**config.mk**
```make
export PLATFORM = sky130hd
export DESIGN_NAME = mc_step_ctrl
export DESIGN_NICKNAME = d
export VERILOG_FILES = /design/src/rtl/mc_step_pkg.sv /design/src/rtl/mc_step_counter.sv /design/src/rtl/mc_class_dec.sv /design/src/rtl/mc_enable_gen.sv /design/src/rtl/mc_step_ctrl.sv
export SDC_FILE = /design/constraint.sdc
export NUM_CORES = 1
export LEC_CHECK = 0
export CAP_MARGIN = 20
export CORE_AREA = 2 2 39 41
export DETAILED_ROUTE_END_ITERATION = 10
export DIE_AREA = 0 0 41 43
export PLACE_DENSITY_LB_ADDON = 0.3
export SLEW_MARGIN = 10
export SYNTH_ARGS = -nofsm -noshare
export SYNTH_HDL_FRONTEND = slang
export SYNTH_SLANG_ARGS = --single-unit
```
**constraint.sdc**
```tcl
create_clock -name clk -period 1.9 [get_ports clk]
set_clock_uncertainty 0.2 [all_clocks]
set_input_delay 0.19 -clock clk [delete_from_list [all_inputs] [get_ports clk]]
set_output_delay 0.19 -clock clk [all_outputs]
set_load 0.05 [all_outputs]
```
**src/rtl/mc_step_pkg.sv**
```systemverilog
package mc_step_pkg;

    localparam int NUM_STEPS   = 5;
    localparam int STEP_FETCH  = 0;
    localparam int STEP_DECODE = 1;
    localparam int STEP_EXEC   = 2;
    localparam int STEP_MEM    = 3;
    localparam int STEP_WB     = 4;
    localparam int CLS_W       = 3;
    localparam int NUM_CLS     = 1 << CLS_W;

    typedef enum logic [CLS_W-1:0] {
        CLS_ALU    = 3'd0,
        CLS_LOAD   = 3'd1,
        CLS_STORE  = 3'd2,
        CLS_BRANCH = 3'd3,
        CLS_CBR    = 3'd4,
        CLS_CALL   = 3'd5,
        CLS_RETURN = 3'd6,
        CLS_JUMP   = 3'd7
    } iclass_e;

    typedef enum logic [1:0] {
        PCS_INC = 2'd0,
        PCS_OFF = 2'd1,
        PCS_REG = 2'd2
    } pc_sel_e;

    typedef enum logic [1:0] {
        RYS_ALU  = 2'd0,
        RYS_MEM  = 2'd1,
        RYS_LINK = 2'd2
    } ry_sel_e;

    typedef struct packed {
        logic is_alu;
        logic is_load;
        logic is_store;
        logic is_br;
        logic is_cbr;
        logic is_call;
        logic is_ret;
        logic is_jmp;
    } cls_flags_t;

    typedef struct packed {
        logic    pc_en;
        pc_sel_e pc_sel;
        logic    ir_en;
        logic    rf_we;
        logic    rf_link;
        ry_sel_e ry_sel;
        logic    mem_rd;
        logic    mem_wr;
    } ctrl_t;

endpackage

```
**src/rtl/mc_step_counter.sv**
```systemverilog
module mc_step_counter #(
    parameter int NUM = mc_step_pkg::NUM_STEPS
) (
    input  logic           clk,
    input  logic           rst_n,
    input  logic           hold_i,
    output logic [NUM-1:0] step_o
);

    typedef struct packed {
        logic [NUM-1:0] step;
    } cnt_t;

    cnt_t cnt_d, cnt_q;

    always_comb begin
        cnt_d = cnt_q;
        if (!hold_i) begin
            cnt_d.step = {cnt_q.step[NUM-2:0], cnt_q.step[NUM-1]};
        end
    end

    always_ff @(posedge clk) begin
        if (!rst_n) begin
            cnt_q.step <= NUM'(1);
        end else begin
            cnt_q <= cnt_d;
        end
    end

    assign step_o = cnt_q.step;

    // exactly one step active
    p_onehot_r2: assert property (@(posedge clk) disable iff (!rst_n)
        $countones(step_o) == 1);

    // last step wraps to the first
    p_wrap_r2: assert property (@(posedge clk) disable iff (!rst_n)
        (step_o[NUM-1] && !hold_i) |=> step_o[0]);

    // a stall keeps the step
    p_hold_r4: assert property (@(posedge clk) disable iff (!rst_n)
        hold_i |=> $stable(step_o));

endmodule

```
**src/rtl/mc_class_dec.sv**
```systemverilog
module mc_class_dec
    import mc_step_pkg::*;
(
    input  logic [CLS_W-1:0] code_i,
    output cls_flags_t       flags_o
);

    logic [NUM_CLS-1:0] hot;

    always_comb begin
        hot = '0;
        hot[code_i] = 1'b1;
    end

    assign flags_o.is_alu   = hot[CLS_ALU];
    assign flags_o.is_load  = hot[CLS_LOAD];
    assign flags_o.is_store = hot[CLS_STORE];
    assign flags_o.is_br    = hot[CLS_BRANCH];
    assign flags_o.is_cbr   = hot[CLS_CBR];
    assign flags_o.is_call  = hot[CLS_CALL];
    assign flags_o.is_ret   = hot[CLS_RETURN];
    assign flags_o.is_jmp   = hot[CLS_JUMP];

endmodule

```
**src/rtl/mc_enable_gen.sv**
```systemverilog
module mc_enable_gen
    import mc_step_pkg::*;
(
    input  logic                 rst_n,
    input  logic [NUM_STEPS-1:0] step_i,
    input  cls_flags_t           cls_i,
    input  logic                 mfc_i,
    input  logic                 taken_i,
    output logic                 hold_o,
    output ctrl_t                ctrl_o
);

    logic t_f, t_e, t_m, t_w;
    logic mem_op, redirect, wb_class;

    assign t_f = step_i[STEP_FETCH];
    assign t_e = step_i[STEP_EXEC];
    assign t_m = step_i[STEP_MEM];
    assign t_w = step_i[STEP_WB];

    assign mem_op   = cls_i.is_load | cls_i.is_store;
    assign redirect = cls_i.is_br | cls_i.is_jmp | cls_i.is_call | cls_i.is_ret
                    | (cls_i.is_cbr & taken_i);
    assign wb_class = cls_i.is_alu | cls_i.is_load | cls_i.is_call;

    // wait for the handshake in fetch and in the data access of loads/stores
    assign hold_o = (t_f & ~mfc_i) | (t_m & mem_op & ~mfc_i);

    always_comb begin
        ctrl_o = '0;
        if (rst_n) begin
            ctrl_o.pc_en   = (t_f & mfc_i) | (t_e & redirect);
            ctrl_o.ir_en   = t_f & mfc_i;
            ctrl_o.mem_rd  = t_f | (t_m & cls_i.is_load);
            ctrl_o.mem_wr  = t_m & cls_i.is_store;
            ctrl_o.rf_we   = t_w & wb_class;
            ctrl_o.rf_link = t_w & cls_i.is_call;
            if (t_e & redirect) begin
                ctrl_o.pc_sel = (cls_i.is_ret | cls_i.is_jmp) ? PCS_REG : PCS_OFF;
            end
            if (t_w & cls_i.is_load) begin
                ctrl_o.ry_sel = RYS_MEM;
            end else if (t_w & cls_i.is_call) begin
                ctrl_o.ry_sel = RYS_LINK;
            end
        end
    end

endmodule

```
**src/rtl/mc_step_ctrl.sv**
```systemverilog
module mc_step_ctrl
    import mc_step_pkg::*;
(
    input  logic                 clk,
    input  logic                 rst_n,
    input  logic [CLS_W-1:0]     iclass_i,
    input  logic                 mfc_i,
    input  logic                 br_taken_i,
    output logic [NUM_STEPS-1:0] step_o,
    output logic                 pc_en_o,
    output logic [1:0]           pc_sel_o,
    output logic                 ir_en_o,
    output logic                 rf_we_o,
    output logic                 rf_link_o,
    output logic [1:0]           ry_sel_o,
    output logic                 mem_rd_o,
    output logic                 mem_wr_o
);

    logic       hold;
    cls_flags_t flags;
    ctrl_t      ctrl;

    mc_step_counter #(.NUM(NUM_STEPS)) u_cnt (
        .clk    (clk),
        .rst_n  (rst_n),
        .hold_i (hold),
        .step_o (step_o)
    );

    mc_class_dec u_dec (
        .code_i  (iclass_i),
        .flags_o (flags)
    );

    mc_enable_gen u_en (
        .rst_n   (rst_n),
        .step_i  (step_o),
        .cls_i   (flags),
        .mfc_i   (mfc_i),
        .taken_i (br_taken_i),
        .hold_o  (hold),
        .ctrl_o  (ctrl)
    );

    assign pc_en_o   = ctrl.pc_en;
    assign pc_sel_o  = ctrl.pc_sel;
    assign ir_en_o   = ctrl.ir_en;
    assign rf_we_o   = ctrl.rf_we;
    assign rf_link_o = ctrl.rf_link;
    assign ry_sel_o  = ctrl.ry_sel;
    assign mem_rd_o  = ctrl.mem_rd;
    assign mem_wr_o  = ctrl.mem_wr;

    // fetch keeps reading while waiting
    p_fetch_wait_r3: assert property (@(posedge clk) disable iff (!rst_n)
        (step_o[STEP_FETCH] && !mfc_i) |=> (step_o[STEP_FETCH] && mem_rd_o));

    // instruction load is followed by decode
    p_ir_then_decode_r3: assert property (@(posedge clk) disable iff (!rst_n)
        ir_en_o |=> step_o[STEP_DECODE]);

    // a pending write stays up until completion
    p_wr_pending_r4: assert property (@(posedge clk) disable iff (!rst_n)
        (mem_wr_o && !mfc_i) |=> mem_wr_o);

    // a non-fetch PC load only happens in the execute step
    p_pc_exec_r5: assert property (@(posedge clk) disable iff (!rst_n)
        (pc_en_o && !step_o[STEP_FETCH]) |-> step_o[STEP_EXEC]);

    // a register write is followed by the next fetch
    p_we_last_r6: assert property (@(posedge clk) disable iff (!rst_n)
        rf_we_o |=> step_o[STEP_FETCH]);

    // never read and write memory together
    p_mem_excl_r7: assert property (@(posedge clk) disable iff (!rst_n)
        !(mem_rd_o && mem_wr_o));

endmodule

```
Word-level counts from Yosys, hierarchy flattened --
Cells that the tools add are included.
Word-level totals: register bits after elaboration 5, output and inout bits 15, logic and storage cells 34
Cells by class: bitwise operators 23, reduce and logical (&&, ||, !) cells 1, magnitude comparators 2, multiplexer cells 7
Operator list (number):
- $and A1 B1 Y1 | 11
- $or A1 B1 Y1 | 11
- $mux W10 | 1
- $mux W2 | 4
- $lt A3 B4 Y1 const B | 1
- $demux W1 S3 | 1
- $ge A3 B1 Y1 const B | 1
- $logic_and A1 B1 Y1 | 1
- $mux W1 | 1
- $not A1 Y1 | 1

Longest topological paths before layout --
word-level depth 11, depth in mapped cells 4, mapped depth without buffers 3

Hierarchy --
Synthesis repeated with hierarchy kept, for this count alone.
Second synthesis, totals: cell total of the unflattened synthesis 44, area total of the unflattened synthesis 367.9 µm²
Modules (own cells, without submodules):
- mc_step_counter | cells an instance 16, times used 1, area an instance 190.2 µm², sequential area each 100.1 µm²
- mc_enable_gen | cells an instance 20, times used 1, area an instance 112.6 µm², sequential area each 0.0 µm²
- mc_class_dec | cells an instance 8, times used 1, area an instance 65.1 µm², sequential area each 0.0 µm²

Worst setup path after synthesis --
OpenSTA, ideal clock, no wires.
path type reg2out, start point reg u_cnt.cnt_q, in the netlist u_cnt.step_o[4], end point out ry_sel_o[0], cell stages (with the launch flop) 3, setup slack -973 ps, data arrival time 2483 ps, cell sequence dfxtp_1 -> nand2_1 -> nor4b_1
Between the ends: word-level cells in the longest chain between the ends 3
Ends and longest elaborated chain:
- start: declaration | RTL line mc_step_counter.sv:14 | cnt_t cnt_d, cnt_q;
- start signal: assignment | RTL line mc_step_counter.sv:27 | cnt_q <= cnt_d;
- $and A1 B1 Y1 | RTL line mc_enable_gen.sv:41 | if (t_w & cls_i.is_load) begin
- $mux W2 | RTL line mc_enable_gen.sv:41
- $mux W10 | RTL line mc_enable_gen.sv:31 | if (rst_n) begin
- end: declaration | RTL line mc_step_ctrl.sv:15 | output logic [1:0] ry_sel_o,
Every way passes these cells.

Worst setup path after layout --
start point in rst_n, end point out pc_en_o
Between the ends: word-level cells in the longest chain between the ends 1
Ends and longest elaborated chain:
- start: declaration | RTL line mc_step_ctrl.sv:5 | input logic rst_n,
- $mux W10 | RTL line mc_enable_gen.sv:31
- end: declaration | RTL line mc_step_ctrl.sv:10 | output logic pc_en_o,
Every way passes these cells.

==> flow_summary.toml <==
[outcome]
status = "complete, no violations"

[clock_tree]
clockRootBuffer = "clkbuf_4"
clock-sinks = 5
hold_buffers = 0
clock_path_buffers = 2
cts_resized = 0
insertion_delay_ns = 0.24
cts_buffers = 3
clk_pin_slew_ns = 0.04
cts_tree = "yes"
cts_max_level = 1
post_cts_buffers = 0

[detailed_routing]
num_vias = 449
met1_length_um = 473
vias_per_cell = 4.88
dr_wl_met2_um = 484
dr.pass1.iters = 3
drt-total-wl_mm = 1.06
drc = 0
topRoutingLayerUsed = "met4"
avgRoutedWirePerCell_um = 11.5
drtIter0Drc = 2
dr_wl_met3_um = 77
antenna_left = 0

[timing]
timing.fmax_mhz = 559
rsz0062_at_grt = "false"
fin_crit_ns = 1.79
hold_viol = 0
finalCritPeriodShare_pct = 94.2
worst_pin_slew_ns = 0.265
slew_headroom_pct = 82.2
setup_viol = 0
worst_slack_ns = 0.111
maxSlewViolCount = 0
hold_ws_ns = 0.348

[synth]
yosysTopAreaCellShare_pct = 26.2
synth_fp_nets = 55
avgSynthCellArea_um2 = 7.95
synth_area_um2 = 382
netlist_top_cells_area = "dfxtp_1 (26%), nor4bb_1 (5.2%), o21ai_0 (5.2%), nor2b_1 (4.9%), a21oi_1 (3.9%)"
yosys_warnings = 0
synth_seq_cells = 5
yosysSeqAreaShare_pct = 26.2
netlist.top_cell.by_area = "dfxtp_1"
ys_types = 26
syn_inst = 48

[cells_and_area]
final_common_cell = "buf_4"
final_area_um2 = 822
regArea_um2 = 100
largest_reg_flops = 5
multi_input_area_um2 = 315
syn2layout_area_growth_pct = 115
drive_gt1_share_pct = 48.7
final_cell_mix = "buf_4 (12), buf_12 (10), clkdlybuf4s50_1 (5), dfxtp_1 (5), o21ai_0 (4)"
fillers = 123
final_nets = 84
n_antenna_cell = 0

[placed_design]
placed_area_um2 = 785
routabilityCongestion = 0.733
post-place-ws_ns = 0.0522
portBuffers = 21
dp_hpwl_um = 844

[global_route]
grt_pass1_vias = 432
grt_pass1_wl_mm = 1.85
grt_max_degree = 9
gr-total-overflow = 0
antenna_found_initial = 0
track_usage_pct = 15.2

[setup_path]
timing.rr.start = "u_cnt.step_o[3]"
endpoint_kind = "output pin"
crit_type = "primary input to output pin"
crit_arrival_ns = 1.40
regToRegSetupSlack_ns = 0.34
crit_fanout = 7
critPathLaunchType = "primary input"
reg2reg_to = "u_cnt.step_o[0]"
reg2reg_depth = 3
required_ns = 1.51

[floorplanning]
die-area_um2 = 1760
fp.coreArea_um2 = 1380
initial_core_util_pct = 27.6
rows = 14
dieWidth_um = 41
die_y_um = 43
io_pins = 22

[pwr]
p_per_area_nw_per_um2 = 502
leakagePower_nw = 0.356
ir_drop_v = 0.000384

[worst_hold_path]
min_path_cells = 2
holdPathEnd = "u_cnt.step_o[4]"
min_from = "u_cnt.step_o[4]"
hold_path_class = "flip-flop to flip-flop"

[flow_run]
drv_cap = 0
## cell type report
type / count / area share [%]
Inverter: 2 / 0.913
Clock buffer: 4 / 3.20
Tap cell: 16 / 2.44
Timing Repair Buffer: 28 / 42.9
Multi-Input combinational cell: 37 / 38.4
Sequential cell: 5 / 12.2
## logic make-up (layout without fill, tap and decap cells)
| group | after synthesis | in the layout | synth area share [%] |
|---|---|---|---|
| AOI/OAI and AO/OA | 14 | 14 | 23.9 |
| xor gates and xnor gates | 1 | 1 | 2.30 |
| buffers and inverters | 6 | 34 | 9.83 |
| DFF | 5 | 5 | 26.2 |
| and+or+nand+nor | 22 | 22 | 37.7 |
## cells in the mapped netlist (all sizes together)
library cell / instances
a211o: 1
a21oi: 3
a31oi: 1
a32o: 1
and2: 2
and3: 1
buf: 3
clkbuf: 1
dfxtp: 5
inv: 2
nand2: 4
nand2b: 3
nor2: 2
nor2b: 3
nor3: 2
nor3b: 1
nor4b: 1
nor4bb: 2
o211ai: 1
o21a: 2
o21ai: 4
o221ai: 1
or3: 1
xnor2: 1
## power by group
group / internal (mW) / leakage [nW] / switching (mW)
clock: 0.0795 / 0.0150 / 0.0453
sequential: 0.113 / 0.0412 / 0.00982
combinational: 0.0750 / 0.300 / 0.0905
## layer usage
| layer | track usage [%] | vias to the layer above |
|---|---|---|
| li1 | - | 229 |
| met1 | 20.4 | 199 |
| met2 | 21.9 | 19 |
| met3 | 1.57 | 2 |
| met4 | 10.0 | 0 |
| met5 | 0 | - |
## per-stage QoR
stage / setup TNS, ns / utilization, % / instances / total power [mW]
CTS: 0 / 58.6 / 92 / 0.419
detailed placement: 0 / 56.7 / 88 / 0.289
floorplan: -0.669 / - / 48 / 0.222
global placement: 0 / 56.7 / 88 / 0.289
global route: 0 / 59.4 / 92 / 0.440
finish: 0 / 59.4 / 92 / 0.413
## worst max path at each step
stage	from	endpoint	slack (ns)
after floorplan	u_cnt.step_o[4]	rf_we_o	-0.18
after global placement	rst_n	rf_link_o	0.05
after detailed placement	rst_n	rf_link_o	0.05
after CTS	rst_n	rf_link_o	0.05
after global routing	rst_n	pc_en_o	0.04
final	rst_n	pc_en_o	0.11
## worst max-delay path, stage by stage
cell,delay (ns)
clkdlybuf4s50_1,0.46
buf_4,0.18
and3_2,0.22
nand2b_2,0.20
buf_12,0.15
No activity file was read; power rests on OpenSTA's default activity.
